===== src/rtl/dcd_pkg.sv =====
package dcd_pkg;
    parameter int NUM_TAPS  = 16;
    parameter int NUM_SEL   = 8;
    parameter int NUM_COND  = 4;
    parameter int NUM_TERMS = 2;

    localparam int TAP_W     = $clog2(NUM_TAPS);
    localparam int COND_W    = $clog2(NUM_COND);
    localparam int NUM_TSLOT = NUM_COND * NUM_TERMS;
    localparam int IDX_SPAN  = (NUM_SEL > NUM_TSLOT) ? NUM_SEL : NUM_TSLOT;
    localparam int IDX_W     = $clog2(IDX_SPAN);
    localparam int ADDR_W    = IDX_W + 2;
    localparam int CFG_DW    = 2 * NUM_SEL + 1;

    typedef enum logic [1:0] {
        RGN_SEL  = 2'd0,
        RGN_TERM = 2'd1,
        RGN_COND = 2'd2,
        RGN_NONE = 2'd3
    } cfg_rgn_e;

    typedef enum logic {
        CLS_PRE  = 1'b0,
        CLS_POST = 1'b1
    } dcd_class_e;

    // Product term: enable in the MSB, then required levels, then care mask.
    typedef struct packed {
        logic               en;
        logic [NUM_SEL-1:0] val;
        logic [NUM_SEL-1:0] care;
    } term_cfg_t;

    // Condition control: enable in bit 0, complex mode bit 1, class bit 2.
    typedef struct packed {
        dcd_class_e cls;
        logic       cplx;
        logic       en;
    } cond_cfg_t;

    // Level-1 care bits look at the history view, level-0 care bits at now.
    function automatic logic term_hit(term_cfg_t t,
                                      logic [NUM_SEL-1:0] seen,
                                      logic [NUM_SEL-1:0] now);
        return t.en
            && ((t.care &  t.val & ~seen) == '0)
            && ((t.care & ~t.val &  now)  == '0);
    endfunction
endpackage


===== src/rtl/dcd_selector.sv =====
module dcd_selector
    import dcd_pkg::*;
(
    input  logic [NUM_TAPS-1:0]           taps,
    input  logic [NUM_SEL-1:0][TAP_W-1:0] sel_idx,
    output logic [NUM_SEL-1:0]            sel_out
);
    for (genvar g = 0; g < NUM_SEL; g++) begin : g_slot
        assign sel_out[g] = taps[sel_idx[g]];
    end
endmodule


===== src/rtl/dcd_cond_eval.sv =====
module dcd_cond_eval
    import dcd_pkg::*;
#(
    parameter int NTERM = NUM_TERMS
) (
    input  logic                        clk,
    input  logic                        rst,
    input  logic                        active,
    input  logic                        cplx,
    input  logic [NUM_SEL-1:0]          sel_now,
    input  term_cfg_t [NTERM-1:0]       terms,
    output logic                        hit
);
    logic [NUM_SEL-1:0] sticky;
    logic [NUM_SEL-1:0] seen;
    logic               any_term;

    always_comb begin
        seen     = cplx ? (sticky | sel_now) : sel_now;
        any_term = 1'b0;
        for (int t = 0; t < NTERM; t++) begin
            any_term = any_term | term_hit(terms[t], seen, sel_now);
        end
        hit = active & any_term;
    end

    always_ff @(posedge clk) begin
        if (rst || !active || hit || !cplx) begin
            sticky <= '0;
        end else begin
            sticky <= sticky | sel_now;
        end
    end


    sticky_clear_chk: assert property (@(posedge clk) disable iff (rst)
        (hit || !active) |=> (sticky == '0));
endmodule


===== src/rtl/dcd_arbiter.sv =====
module dcd_arbiter
    import dcd_pkg::*;
(
    input  logic [NUM_COND-1:0] pend,
    output logic [NUM_COND-1:0] grant,
    output logic [COND_W-1:0]   gidx,
    output logic                gvalid
);
    always_comb begin
        gidx = '0;
        for (int i = NUM_COND - 1; i >= 0; i--) begin
            if (pend[i]) gidx = COND_W'(i);
        end
        gvalid = |pend;
        grant  = gvalid ? (NUM_COND'(1) << gidx) : '0;
    end
endmodule


===== src/rtl/defect_cond_detector.sv =====
module defect_cond_detector
    import dcd_pkg::*;
(
    input  logic                clk,
    input  logic                rst,
    input  logic                det_en,
    input  logic [15:0]         taps,
    input  logic                cfg_we,
    input  logic [4:0]          cfg_addr,
    input  logic [16:0]         cfg_wdata,
    output logic [3:0]          cond_match,
    output logic                req_valid,
    output logic [1:0]          req_idx,
    output logic                req_class
);
    logic [NUM_SEL-1:0][TAP_W-1:0]  sel_idx;
    term_cfg_t [NUM_TSLOT-1:0]      terms;
    cond_cfg_t [NUM_COND-1:0]       conds;

    logic [NUM_SEL-1:0]  sel_vec;
    logic [NUM_COND-1:0] hit;
    logic [NUM_COND-1:0] match_q;
    logic [NUM_COND-1:0] pend;
    logic [NUM_COND-1:0] grant;
    logic [COND_W-1:0]   gidx;
    logic                gvalid;

    cfg_rgn_e         wr_rgn;
    logic [IDX_W-1:0] wr_idx;

    assign wr_rgn = cfg_rgn_e'(cfg_addr[ADDR_W-1 -: 2]);
    assign wr_idx = cfg_addr[IDX_W-1:0];

    // Configuration store: frozen while the detector runs.
    always_ff @(posedge clk) begin
        if (rst) begin
            sel_idx <= '0;
            terms   <= '0;
            conds   <= '0;
        end else if (cfg_we && !det_en) begin
            unique case (wr_rgn)
                RGN_SEL: begin
                    for (int i = 0; i < NUM_SEL; i++) begin
                        if (wr_idx == IDX_W'(i)) sel_idx[i] <= cfg_wdata[TAP_W-1:0];
                    end
                end
                RGN_TERM: begin
                    for (int i = 0; i < NUM_TSLOT; i++) begin
                        if (wr_idx == IDX_W'(i)) terms[i] <= term_cfg_t'(cfg_wdata);
                    end
                end
                RGN_COND: begin
                    for (int i = 0; i < NUM_COND; i++) begin
                        if (wr_idx == IDX_W'(i)) conds[i] <= cond_cfg_t'(cfg_wdata[2:0]);
                    end
                end
                default: ;
            endcase
        end
    end

    dcd_selector u_sel (
        .taps    (taps),
        .sel_idx (sel_idx),
        .sel_out (sel_vec)
    );

    for (genvar c = 0; c < NUM_COND; c++) begin : g_cond
        dcd_cond_eval #(.NTERM(NUM_TERMS)) u_eval (
            .clk     (clk),
            .rst     (rst),
            .active  (det_en & conds[c].en),
            .cplx    (conds[c].cplx),
            .sel_now (sel_vec),
            .terms   (terms[c*NUM_TERMS +: NUM_TERMS]),
            .hit     (hit[c])
        );
    end

    dcd_arbiter u_arb (
        .pend   (pend),
        .grant  (grant),
        .gidx   (gidx),
        .gvalid (gvalid)
    );

    always_ff @(posedge clk) begin
        if (rst) begin
            match_q <= '0;
            pend    <= '0;
        end else begin
            match_q <= hit;
            pend    <= det_en ? ((pend & ~grant) | hit) : '0;
        end
    end

    assign cond_match = match_q;
    assign req_valid  = gvalid;
    assign req_idx    = gidx;
    assign req_class  = gvalid ? logic'(conds[gidx].cls) : 1'b0;


    cfg_locked_chk: assert property (@(posedge clk) disable iff (rst)
        (det_en && cfg_we) |=> ($stable(sel_idx) && $stable(terms) && $stable(conds)));


    disabled_quiet_chk: assert property (@(posedge clk) disable iff (rst)
        !det_en |=> ((cond_match == '0) && !req_valid));


    req_on_match_chk: assert property (@(posedge clk) disable iff (rst)
        (cond_match != '0) |-> req_valid);


    grant_onehot_chk: assert property (@(posedge clk) disable iff (rst)
        $onehot0(grant));


    pend_hold_chk: assert property (@(posedge clk) disable iff (rst)
        det_en |=> ((($past(pend) & ~$past(grant)) & ~pend) == '0));
endmodule


===== config.mk =====
export PLATFORM = sky130hd
export DESIGN_NAME = defect_cond_detector
export DESIGN_NICKNAME = d
export VERILOG_FILES = /design/src/rtl/dcd_pkg.sv /design/src/rtl/dcd_selector.sv /design/src/rtl/dcd_cond_eval.sv /design/src/rtl/dcd_arbiter.sv /design/src/rtl/defect_cond_detector.sv
export SDC_FILE = /design/constraint.sdc
export NUM_CORES = 1
export LEC_CHECK = 0
export ABC_AREA = 1
export CAP_MARGIN = 10
export CORE_MARGIN = 4
export CORE_UTILIZATION = 61
export DETAILED_ROUTE_END_ITERATION = 7
export GPL_ROUTABILITY_DRIVEN = 0
export GPL_TIMING_DRIVEN = 0
export HOLD_SLACK_MARGIN = 0.15
export PLACE_DENSITY = 0.83
export SETUP_SLACK_MARGIN = 0.5
export SLEW_MARGIN = 40
export SYNTH_ARGS = -nofsm -noshare
export SYNTH_HDL_FRONTEND = slang
export SYNTH_SLANG_ARGS = --single-unit

===== constraint.sdc =====
create_clock -name clk -period 2.25 [get_ports clk]
set_input_delay 0.225 -clock clk [delete_from_list [all_inputs] [get_ports clk]]
set_output_delay 0.225 -clock clk [all_outputs]
set_load 0.005 [all_outputs]

# Word-level counts from Yosys, hierarchy flattened
# Index checks and enable logic that the tools add are counted.
[totals] regBits=220 in_bits=42 output_inout_bits=8 word_cells=239
[classes] order_cmp=9 n_eq_ne=9 shifts=1 muxes=28 bitwise=64 reduce_logical=78
[ops] cell="$and A8 B8 Y8" n=32
[ops] cell="$logic_not A8 Y1" n=16
[ops] cell="$not A8 Y8" n=12
[ops] cell="$reduce_and A3 Y1" n=20
[ops] cell="$lt A4 B5 Y1 const B" n=8
[ops] cell="$bmux W1 S4" n=8
[ops] cell="$mux W8" n=4
[ops] cell="$or A8 B8 Y8" n=4
[ops] cell="$logic_and A1 B1 Y1" n=17
[ops] cell="$eq A3 B3 Y1 const B" n=4
[ops] cell="$logic_or A1 B1 Y1" n=12
[ops] cell="$logic_not A1 Y1" n=9
[ops] cell="$mux W1" n=9
[ops] cell="$and A1 B1 Y1" n=8
[ops] cell="$mux W2" n=4
[ops] cell="$bmux W3 S2" n=1
[ops] cell="$eq A3 B2 Y1 const B" n=2
[ops] cell="$and A4 B4 Y4" n=1
[ops] cell="$mux W4" n=1
[ops] cell="$not A4 Y4" n=1
[ops] cell="$or A1 B1 Y1" n=4
[ops] cell="$or A4 B4 Y4" n=1
[ops] cell="$reduce_or A4 Y1" n=1
[ops] cell="$shl A1 B2 Y4 const A" n=1
[ops] cell="9 further kinds" n=9

# Logic depth before layout (Yosys ltp)
# Gate-level depths: netlist of run 1.
[logic_depth] depth_word=13 ltp_mapped=18

# Modules after synthesis
# Synthesis of run 1 repeated with hierarchy kept, for this count alone.
[unflattened] cells_unflattened=2063 hier_area_um2=12668.4
[by_module_without_submodules] module="defect_cond_detector" instances=1 cells_per_inst=1238 area_each_um2=8194.1 seq_area_each_um2=3763.6
[by_module_without_submodules] module="dcd_cond_eval" instances=4 cells_per_inst=127 area_each_um2=757.0 seq_area_each_um2=160.2
[by_module_without_submodules] module="dcd_selector" instances=1 cells_per_inst=304 area_each_um2=1393.8 seq_area_each_um2=0.0
[by_module_without_submodules] module="dcd_arbiter" instances=1 cells_per_inst=13 area_each_um2=52.6 seq_area_each_um2=0.0

# Worst setup path before layout of run 1
# OpenSTA, ideal clock, no wires.
[synth_path] path_type="register to register" startpoint="register sel_idx[16] in the netlist's numbering" endpoint="register g_cond[0].u_eval.sticky[0]" setup_time_ns=0.115 arrival_time_ns=1.694 setup_slack_ns=0.441 path_stages_with_launch=17 path_cell_list="dfxtp_1 > buf_4 > inv_4 > nand2_1 > nand3_1 > nand3_1 > nand3b_1 > nand2_2 > buf_4 > nand3b_1 > nand2_1 > nor2_1 > nand2_1 > nor2_1 > nand2_2 > nand3_4 > nor2_2"
[synth_via] elab_chain_cells=13
[synth_rtl] item="start: declaration" line="defect_cond_detector.sv:16" source="logic [NUM_SEL-1:0][TAP_W-1:0] sel_idx;"
[synth_rtl] item="start signal: indexed assignment" line="defect_cond_detector.sv:44" source="if (wr_idx == IDX_W'(i)) sel_idx[i] <= cfg_wdata[TAP_W-1:0];"
[synth_rtl] item="$bmux W1 S4 *" line="dcd_selector.sv:9" source="assign sel_out[g] = taps[sel_idx[g]];"
[synth_rtl] item="$mux W1 (not written as such) *" line="dcd_selector.sv:9"
[synth_rtl] item="$or A8 B8 Y8" line="dcd_cond_eval.sv:19" source="seen = cplx ? (sticky | sel_now) : sel_now;"
[synth_rtl] item="$mux W8" line="dcd_cond_eval.sv:19"
[synth_rtl] item="$not A8 Y8" line="dcd_pkg.sv:46" source="&& ((t.care & t.val & ~seen) == '0)"
[synth_rtl] item="$and A8 B8 Y8" line="dcd_pkg.sv:46"
[synth_rtl] item="$logic_not A8 Y1" line="dcd_pkg.sv:46"
[synth_rtl] item="$logic_and A1 B1 Y1" line="dcd_pkg.sv:46"
[synth_rtl] item="$logic_and A1 B1 Y1" line="dcd_pkg.sv:47" source="&& ((t.care & ~t.val & now) == '0);"
[synth_rtl] item="$or A1 B1 Y1 *" line="dcd_cond_eval.sv:22" source="any_term = any_term | term_hit(terms[t], seen, sel_now);"
[synth_rtl] item="$and A1 B1 Y1 *" line="dcd_cond_eval.sv:24" source="hit = active & any_term;"
[synth_rtl] item="$logic_or A1 B1 Y1 * (2 in a row)" line="dcd_cond_eval.sv:28" source="if (rst || !active || hit || !cplx) begin"
[synth_rtl] item="end signal: assignment" line="dcd_cond_eval.sv:31" source="sticky <= sticky | sel_now;"
[synth_rtl] item="end: declaration" line="dcd_cond_eval.sv:14" source="logic [NUM_SEL-1:0] sticky;"
# Mark *: on every way between the ends. The rest lies on a longest branch, timed or not. The select of a mux whose other input is x is not followed.
# A chain may end at the register's enable or synchronous reset.

# Worst setup path in the final report of run 1
[layout_path] startpoint="register sel_idx[16] in the netlist's numbering" endpoint="register g_cond[2].u_eval.sticky[3]"
[layout_via] elab_chain_cells=13
[layout_rtl] item="$bmux W1 S4 *" line="dcd_selector.sv:9"
[layout_rtl] item="$mux W1 (not written as such) *" line="dcd_selector.sv:9"
[layout_rtl] item="$or A8 B8 Y8" line="dcd_cond_eval.sv:19"
[layout_rtl] item="$mux W8" line="dcd_cond_eval.sv:19"
[layout_rtl] item="$not A8 Y8" line="dcd_pkg.sv:46"
[layout_rtl] item="$and A8 B8 Y8" line="dcd_pkg.sv:46"
[layout_rtl] item="$logic_not A8 Y1" line="dcd_pkg.sv:46"
[layout_rtl] item="$logic_and A1 B1 Y1" line="dcd_pkg.sv:46"
[layout_rtl] item="$logic_and A1 B1 Y1" line="dcd_pkg.sv:47"
[layout_rtl] item="$or A1 B1 Y1 *" line="dcd_cond_eval.sv:22"
[layout_rtl] item="$and A1 B1 Y1 *" line="dcd_cond_eval.sv:24"
[layout_rtl] item="$logic_or A1 B1 Y1 * (2 in a row)" line="dcd_cond_eval.sv:28"
[layout_rtl] item="end signal: assignment" line="dcd_cond_eval.sv:31"
[layout_rtl] item="end: declaration" line="dcd_cond_eval.sv:14"
# Marked as above.

==> results of run 1 <==
## cells in the final DEF (no fill, tap or decap), types with 22 or more instances in the layout
cell / Yosys / routed
sky130_fd_sc_hd__clkdlybuf4s50_1: 0 / 41
sky130_fd_sc_hd__o21ai_0: 171 / 166
sky130_fd_sc_hd__buf_4: 10 / 38
sky130_fd_sc_hd__nand2_1: 342 / 323
sky130_fd_sc_hd__a21oi_1: 141 / 137
sky130_fd_sc_hd__nor2_2: 8 / 29
sky130_fd_sc_hd__nand4_1: 59 / 59
sky130_fd_sc_hd__nand3_1: 127 / 97
sky130_fd_sc_hd__inv_2: 22 / 22
sky130_fd_sc_hd__nand3_2: 13 / 30
sky130_fd_sc_hd__inv_1: 213 / 209
sky130_fd_sc_hd__dfxtp_1: 220 / 208
sky130_fd_sc_hd__clkbuf_1: 52 / 38
sky130_fd_sc_hd__nor2_1: 235 / 206
sky130_fd_sc_hd__clkbuf_16: 0 / 24
## final timing paths
check	start	to	slack [ps]
hold reg to reg	conds[8]	conds[8]	460
setup / recovery	sel_idx[16]	g_cond[2].u_eval.sticky[3]	-60
setup reg to reg	sel_idx[16]	g_cond[2].u_eval.sticky[3]	-60
hold / removal	cfg_wdata[0]	terms[0]	260
## worst min-delay path: cells and delay by family
kind,cells,cell delay [ps]
buf+inv,1,280
simple gates,2,250
## state kept, by name (all words and copies together) (netlist names)
name / count
sel_idx: 32
pend: 4
conds: 12
g_cond.u_eval.sticky: 32
cond_match: 4
terms: 136
## per-stage QoR
step	setup TNS, ps	instances	hold slack (ps)	instance area (um^2)
after CTS	0	2028	213	13200
after floorplan	0	1680	360	11000
after global placement	-36000	1950	437	11800
after detailed placement	-37990	1950	442	11800
final	-622	2037	261	13600
after global routing	-800	2035	261	13600
## Yosys cell counts (all sizes together)
library cell  number  share of area [%]
a21boi             2               0.14
a21oi            142                6.5
a32oi              1              0.080
buf               16                1.1
clkbuf            52                1.8
clkinv             3               0.10
dfxtp            220                 40
inv              238                8.2
nand2            355                 13
nand3            143                7.5
nand3b            10               0.68
nand4             59                3.4
nor2             243                8.5
nor3               7               0.32
o211ai            16                1.1
o21ai            172                7.8
o221ai             1              0.080
## what timing repair did
| item | 4_1_cts | 5_1_grt |
|---|---|---|
| hold endpoints to repair | 2 | 0 |
| endpoints found under the setup margin | 126 | 167 |
| resized for setup | 112 | 115 |
| pin swaps | 51 | 42 |
| gates cloned | 2 | 1 |
| setup buffers | 33 | 6 |
| hold buffers | 2 | 0 |
## report_power, final
group | leakage (nW) | internal (mW) | switching (mW)
logic | 3.58 | 0.280 | 0.592
clock network | 0.362 | 2.09 | 1.59
registers | 1.78 | 3.92 | 0.0168
## per-layer routing
layer | wire length [um] | vias to the layer above | GRT usage [%]
met2 | 17700 | 1003 | 60.2
met5 | 0 | - | 0
met1 | 14600 | 5585 | 48.2
li1 | - | 5676 | -
met3 | 5440 | 313 | 9.01
met4 | 3700 | 0 | 26.0
## kinds of logic after synthesis
group                  after synthesis
and+or+nand+nor                    817
AOI/OAI and AO/OA                  334
buffers and inverters              309
DFF                                220
## area by class of cell
type                    count  share of cell area (%)
inverters                 241                    6.89
multi-input cells        1151                    43.6
clock inverters             7                   0.342
diodes                      2                  0.0369
plain buffers              68                    3.30
clock buffers              34                    5.00
flip-flops and latches    220                    32.7
well taps                 225                    2.08
repair buffers             89                    6.07
==> out/qor.tcl, run 1 <==
set qor(outcome) {finished with violations}
set qor(violations) {negative setup slack}
set qor(critical_path.slowest_cell) {sky130_fd_sc_hd__dfxtp_2}
set qor(synth-adder-area-share_pct) 0
set qor(detailedRoute.firstPassIterationCount) 7
set qor(max_stage_delay_ps) 320
set qor(min_delay_path_depth) 3
set qor(power.leakage_nw) 5.72
set qor(tightest_slew_ps) 865
set qor(final_core_util_pct) 77.6
set qor(yosys-mux-area-fraction_pct) 0
set qor(multi_input_comb_area_mm2) 0.00591
set qor(synth.ff_latch_count) 220
set qor(hold_viol_final) 0
set qor(dominant_cell_type_by_count_on_the_critical_path) {sky130_fd_sc_hd__nand2_1}
set qor(detailed_route_wire_length_um) 41500
set qor(cp-end-kind) {register}
set qor(start_util_pct) 62.8
set qor(fmax_mhz) 434
set qor(first_global_vias) 11400
set qor(drtAntennaViolNets) 0
set qor(grt.total_usage_pct) 38.8
set qor(syn_area_mm2) 0.0110
set qor(detailed_place_hpwl_um) 26300
set qor(worst_hold_path_type) {in -> reg}
set qor(avgViaCountPerCell) 6.17
set qor(drive_gt1_share_pct) 15.5
set qor(cts.reportedPaths.clkPinSlew_ps) 60
set qor(grt-ovfl-total) 0
set qor(tritoncts_buffer_count) 24
set qor(worst-path-stages) 18
set qor(fill_cells) 1209
set qor(io_pins) 50
set qor(number_of_port_buffers) 45
set qor(grt_first_pass_wirelength_um) 60900
set qor(flow.area_growth_from_synthesis_pct) 23.5
set qor(die_y_um) 142
set qor(fp-row-count) 48
set qor(fin_skew_ps) 21.3
set qor(synthesis.instances) 1680
set qor(cts_num_sinks) 220
set qor(grt_antenna_before_repair) 0
set qor(tritoncts_clock_tree) {done}
set qor(cp_cell_sequence) {buf_6 -> inv_8 -> nand2_2 -> nand3_2 -> nand3_1 -> nand3b_1 -> nand2_2 -> buf_8 -> nand2_1 -> nand2_1 -> nor2_1 -> nand2_1 -> nor2_1 -> nand2_1 -> nand2_2 -> nand2_4 -> nand2_8 -> nor2_2}
set qor(setup.worst_path.start_class) {register}
set qor(critPathArrivalTime_ps) 2720
set qor(detailroute.via_count) 12600
set qor(final.setup.worst_slack_ps) -55.8
set qor(synth_fp_nets) 1722
set qor(power_mw) 8.49
set qor(worst_path_required_ps) 2660
set qor(ys.warnings.count) 0
set qor(drcViolationCount) 0
set qor(vdd.ir_drop.worst_v) 0.000701
set qor(dominant_combinational_cell_family_by_area_after_synthesis) {simple AND/OR/NAND/NOR gates}
set qor(placeableCoreArea_mm2) 0.0175
set qor(detailedPlace.worstSlack_ps) -664
set qor(cp.buffers_inverters) 3
set qor(synth_compound_gate_area_share_pct) 15.7
set qor(timing.reg2reg.worst_path_depth) 18
set qor(critPathMaxFanout) 8
set qor(powerDensity_mw_per_mm2) 626
set qor(maxSlewHeadroom_pct) 42.3
set qor(synth_seq_area_share_pct) 40.1
set qor(grt_start_max_net_pins) 13
set qor(critPathKind) {reg -> reg}
set qor(clock_insertion_delay_worst_skew_ps) 530
set qor(register_area_mm2) 0.00443
set qor(layout_min_cycle_time_ps) 2310
set qor(unrepaired_setup_endpoints_after_global_routing) {true}
set qor(layout.nets) 1837
set qor(die_width_um) 142
set qor(synth_cell_type_count) 28
set qor(detail_route.iter0.violations) 1866
set qor(cap_viol_max_count) 0
set qor(timing.critical_path.max_delay_family) {simple AND/OR/NAND/NOR gates}
set qor(clock_tree.buffer_depth) 3
set qor(synth-xor-area-share_pct) 0
set qor(max_transition_viols_final) 0
set qor(average_detailed_routed_wire_length_per_instance_um) 20.4
set qor(final_setup_violation_count) 20
set qor(synthesized_area_per_cell_um2) 6.53
set qor(ctsRootBufferMaster) {sky130_fd_sc_hd__clkbuf_16}
set qor(htreeDepth) 1
set qor(post-route-period-util_pct) 102
set qor(synthSimpleGateAreaFrac_pct) 32.9
set qor(die_area_mm2) 0.0202
No activity file was read; power rests on OpenSTA's default activity.
==> run 2, diff against run 1 <==
- CTS_CLUSTER_DIAMETER: default -> 100
- GPL_ROUTABILITY_DRIVEN: 0 -> default
- SLEW_MARGIN: 40 -> 15
==> run 2 against run 1 <==
Compared with the run above:
- the run still ends with negative setup slack left
- sequential power barely moved
- die area did not move
- global-route usage fell by 0.74 points
- largest cell class unchanged
- largest power group unchanged
==> out/qor.tcl, run 2 (synthesis gave the netlist of run 1 again) <==
set qor(die_area_mm2) 0.0202 ;# unchanged
set qor(power_mw) 8.51 ;# +0.23%
set qor(max_transition_viols_final) 0 ;# unchanged
set qor(tritoncts_buffer_count) 23 ;# -4.2%
set qor(max_stage_delay_ps) 340 ;# +20 ps
set qor(first_global_vias) 11300 ;# -1.4%
set qor(start_util_pct) 62.8 ;# unchanged
set qor(die_width_um) 142 ;# unchanged
set qor(largest_register_ff_count) 136 ;# unchanged
set qor(worst-path-stages) 18 ;# unchanged
set qor(detailedRoute.firstPassIterationCount) 7 ;# unchanged
set qor(final_core_util_pct) 76.5 ;# -1.0 points
set qor(min_delay_path_depth) 3 ;# unchanged
set qor(fill_cells) 1300 ;# +7.5%
set qor(critPathKind) {reg -> reg}
set qor(grt_start_max_net_pins) 14 ;# +1
set qor(grt-ovfl-total) 0 ;# unchanged
set qor(fp-row-count) 48 ;# unchanged
set qor(grt.total_usage_pct) 38.1 ;# -0.74 points
set qor(worst_hold_path_type) {in -> reg}
set qor(largest_registers_in_the_final_layout) {terms: 136 flops, g_cond.u_eval.sticky: 32 flops, sel_idx: 32 flops}
set qor(detailedPlace.worstSlack_ps) -703 ;# -38.7 ps
set qor(outcome) {finished with violations}
set qor(layout_min_cycle_time_ps) 2300 ;# -2.94 ps
set qor(maxSlewHeadroom_pct) 40.3 ;# -2.0 points
set qor(violations) {negative setup slack}
set qor(timing.reg2reg.worst_path_depth) 18 ;# unchanged
set qor(avgViaCountPerCell) 6.05 ;# -2.0%
set qor(drive_gt1_share_pct) 14.3 ;# -1.1 points
set qor(final_setup_violation_count) 9 ;# -55%
set qor(place_inst) 1950 ;# unchanged
set qor(vdd.ir_drop.worst_v) 0.000713 ;# +1.6%
set qor(tritoncts_clock_tree) {done}
set qor(finish.cell_count_without_fillers) 2025 ;# -0.59%
set qor(globalplace.congestion) 0.987
set qor(power.leakage_nw) 5.62 ;# -1.7%
set qor(layout.nets) 1827 ;# -0.54%
set qor(setup.worst_path.start_class) {register}
set qor(fin_skew_ps) 19.0 ;# -2.29 ps
set qor(clock_insertion_delay_worst_skew_ps) 530 ;# about the same
set qor(timing.critical_path.max_delay_family) {simple AND/OR/NAND/NOR gates}
set qor(critPathMaxFanout) 8 ;# unchanged
set qor(number_of_port_buffers) 45 ;# unchanged
set qor(powerDensity_mw_per_mm2) 636 ;# +1.6%
set qor(detailroute.via_count) 12300 ;# -2.6%
set qor(detail_route.wirelength.met1_um) 14700 ;# +0.57%
set qor(placeableCoreArea_mm2) 0.0175 ;# unchanged
set qor(registers.top_by_ff_count) {terms}
set qor(unrepaired_setup_endpoints_after_global_routing) {true}
set qor(cts.reportedPaths.clkPinSlew_ps) 60 ;# about the same
set qor(hold_viol_final) 0 ;# unchanged
set qor(io_pins) 50 ;# unchanged
set qor(clock_tree.buffer_depth) 3 ;# unchanged
set qor(fmax_mhz) 434 ;# +0.13%
set qor(tightest_slew_ps) 895 ;# +30.0 ps
set qor(cts_num_sinks) 220 ;# unchanged
set qor(ctsRootBufferMaster) {sky130_fd_sc_hd__clkbuf_16}
set qor(htreeDepth) 1 ;# unchanged
set qor(mostFrequentLayoutCells) {320 x sky130_fd_sc_hd__nand2_1, 212 x sky130_fd_sc_hd__nor2_1, 210 x sky130_fd_sc_hd__dfxtp_1}
set qor(met3RoutedLength_um) 4760 ;# -12%
set qor(route.top_layer_used) {met5}
set qor(drcViolationCount) 0 ;# unchanged
set qor(die_y_um) 142 ;# unchanged
set qor(grt_first_pass_wirelength_um) 60000 ;# -1.5%
set qor(cp_cell_sequence) {buf_6 -> nand2_1 -> nand3_2 -> nand3_2 -> nand3b_1 -> nand2_2 -> buf_6 -> buf_6 -> nand2_2 -> nand2_2 -> nor2_2 -> nand2_1 -> nor2_1 -> nand2_1 -> nand2_2 -> nand2_4 -> nand2_8 -> nor2_1}
set qor(detailed_place_hpwl_um) 26600 ;# +1.1%
set qor(detail_route.iter0.violations) 1457 ;# -22%
set qor(n_antenna_cell) 0 ;# -2
set qor(drtAntennaViolNets) 0 ;# unchanged
set qor(average_detailed_routed_wire_length_per_instance_um) 19.9 ;# -2.2%
set qor(flow.area_growth_from_synthesis_pct) 21.9
set qor(dominant_cell_type_by_count_on_the_critical_path) {sky130_fd_sc_hd__nand2_2}
set qor(critPathArrivalTime_ps) 2720 ;# about the same
set qor(final.setup.worst_slack_ps) -52.9 ;# +2.94 ps
set qor(critical_path.slowest_cell) {sky130_fd_sc_hd__dfxtp_2}
set qor(cap_viol_max_count) 0 ;# unchanged
set qor(layout_commonest_cell) {sky130_fd_sc_hd__nand2_1}
set qor(detailed_route_wire_length_um) 40300 ;# -2.8%
set qor(reg2reg_setup_slack_ps) -50 ;# about the same
set qor(met2WireLength_um) 17700 ;# about the same
set qor(grt_antenna_before_repair) 1 ;# +1
set qor(cp-end-kind) {register}
set qor(worst_path_required_ps) 2670 ;# about the same
set qor(cp.buffers_inverters) 3 ;# unchanged
set qor(post-route-period-util_pct) 102 ;# -0.13 points
-- run 2: cell types whose count changed in the layout (fill, tap and decap cells not counted), sizes merged --
cell / before / now
buf: 63 / 56
clkinv: 10 / 6
clkinvlp: 0 / 3
clkdlybuf4s50: 41 / 39
diode: 2 / 0
dlymetal6s2s: 0 / 2
bufbuf: 1 / 0
bufinv: 0 / 1
clkbuf: 81 / 80
inv: 238 / 237
-- run 2: path summary, 6_finish.rpt --
check / end / start
worst min-delay path: terms[2] / cfg_wdata[2]
worst min register to register: terms[33] / terms[33]
worst max-delay path: g_cond[2].u_eval.sticky[4] / sel_idx[16]
worst max register to register: g_cond[2].u_eval.sticky[4] / sel_idx[16]
-- run 2: area by class of cell --
class / instances / area (um^2) / area share [%]
buffer: 68 / 414 / 3.10
multi-input combinational: 1151 / 5850 / 43.7
inverter: 241 / 946 / 7.07
timing repair buffer: 80 / 729 / 5.45
sequential: 220 / 4420 / 33.1
clock inverter: 6 / 70.1 / 0.524
tap: 225 / 282 / 2.10
clock buffer: 34 / 667 / 4.99
-- run 2: metal layers --
metal | GRT usage [%] | up-vias
met2 | 60.8 | 847
met4 | 22.9 | 2
met5 | 0 | -
li1 | - | 5653
met3 | 7.63 | 242
met1 | 47.7 | 5510
-- run 2: per-stage QoR --
step                      setup TNS (ps)  area [um^2]  hold slack (ps)
after floorplan                        0        11000              360
after CTS                              0        13000              217
after detailed placement          -41340        11800              438
after global placement            -36800        11800              432
after global routing               -1660        13400              280
final                               -344        13400              262
-- run 2: worst register-to-register path, delay by kind of cell (launching register included) --
kind | cells | cell delay (ps)
and+or+nand+nor | 15 | 1460
buffers and inverters | 3 | 410
DFF | 1 | 340
-- run 2: repair_timing --
item                                   CTS  global route
pin swaps                               24            33
setup endpoints to repair              149           142
resized for setup                       91           118
hold buffers                             2             0
endpoints found under the hold margin    2             0
cloned                                   1             0
buffers inserted                        17            15
-- run 2: power breakdown --
group | switching (mW) | leakage, nW | total, mW | internal (mW)
Clock | 1.60 | 0.366 | 3.78 | 2.17
Sequential | 0.0167 | 1.78 | 3.93 | 3.92
Combinational | 0.556 | 3.48 | 0.797 | 0.241
Total | 2.18 | 5.62 | 8.51 | 6.33
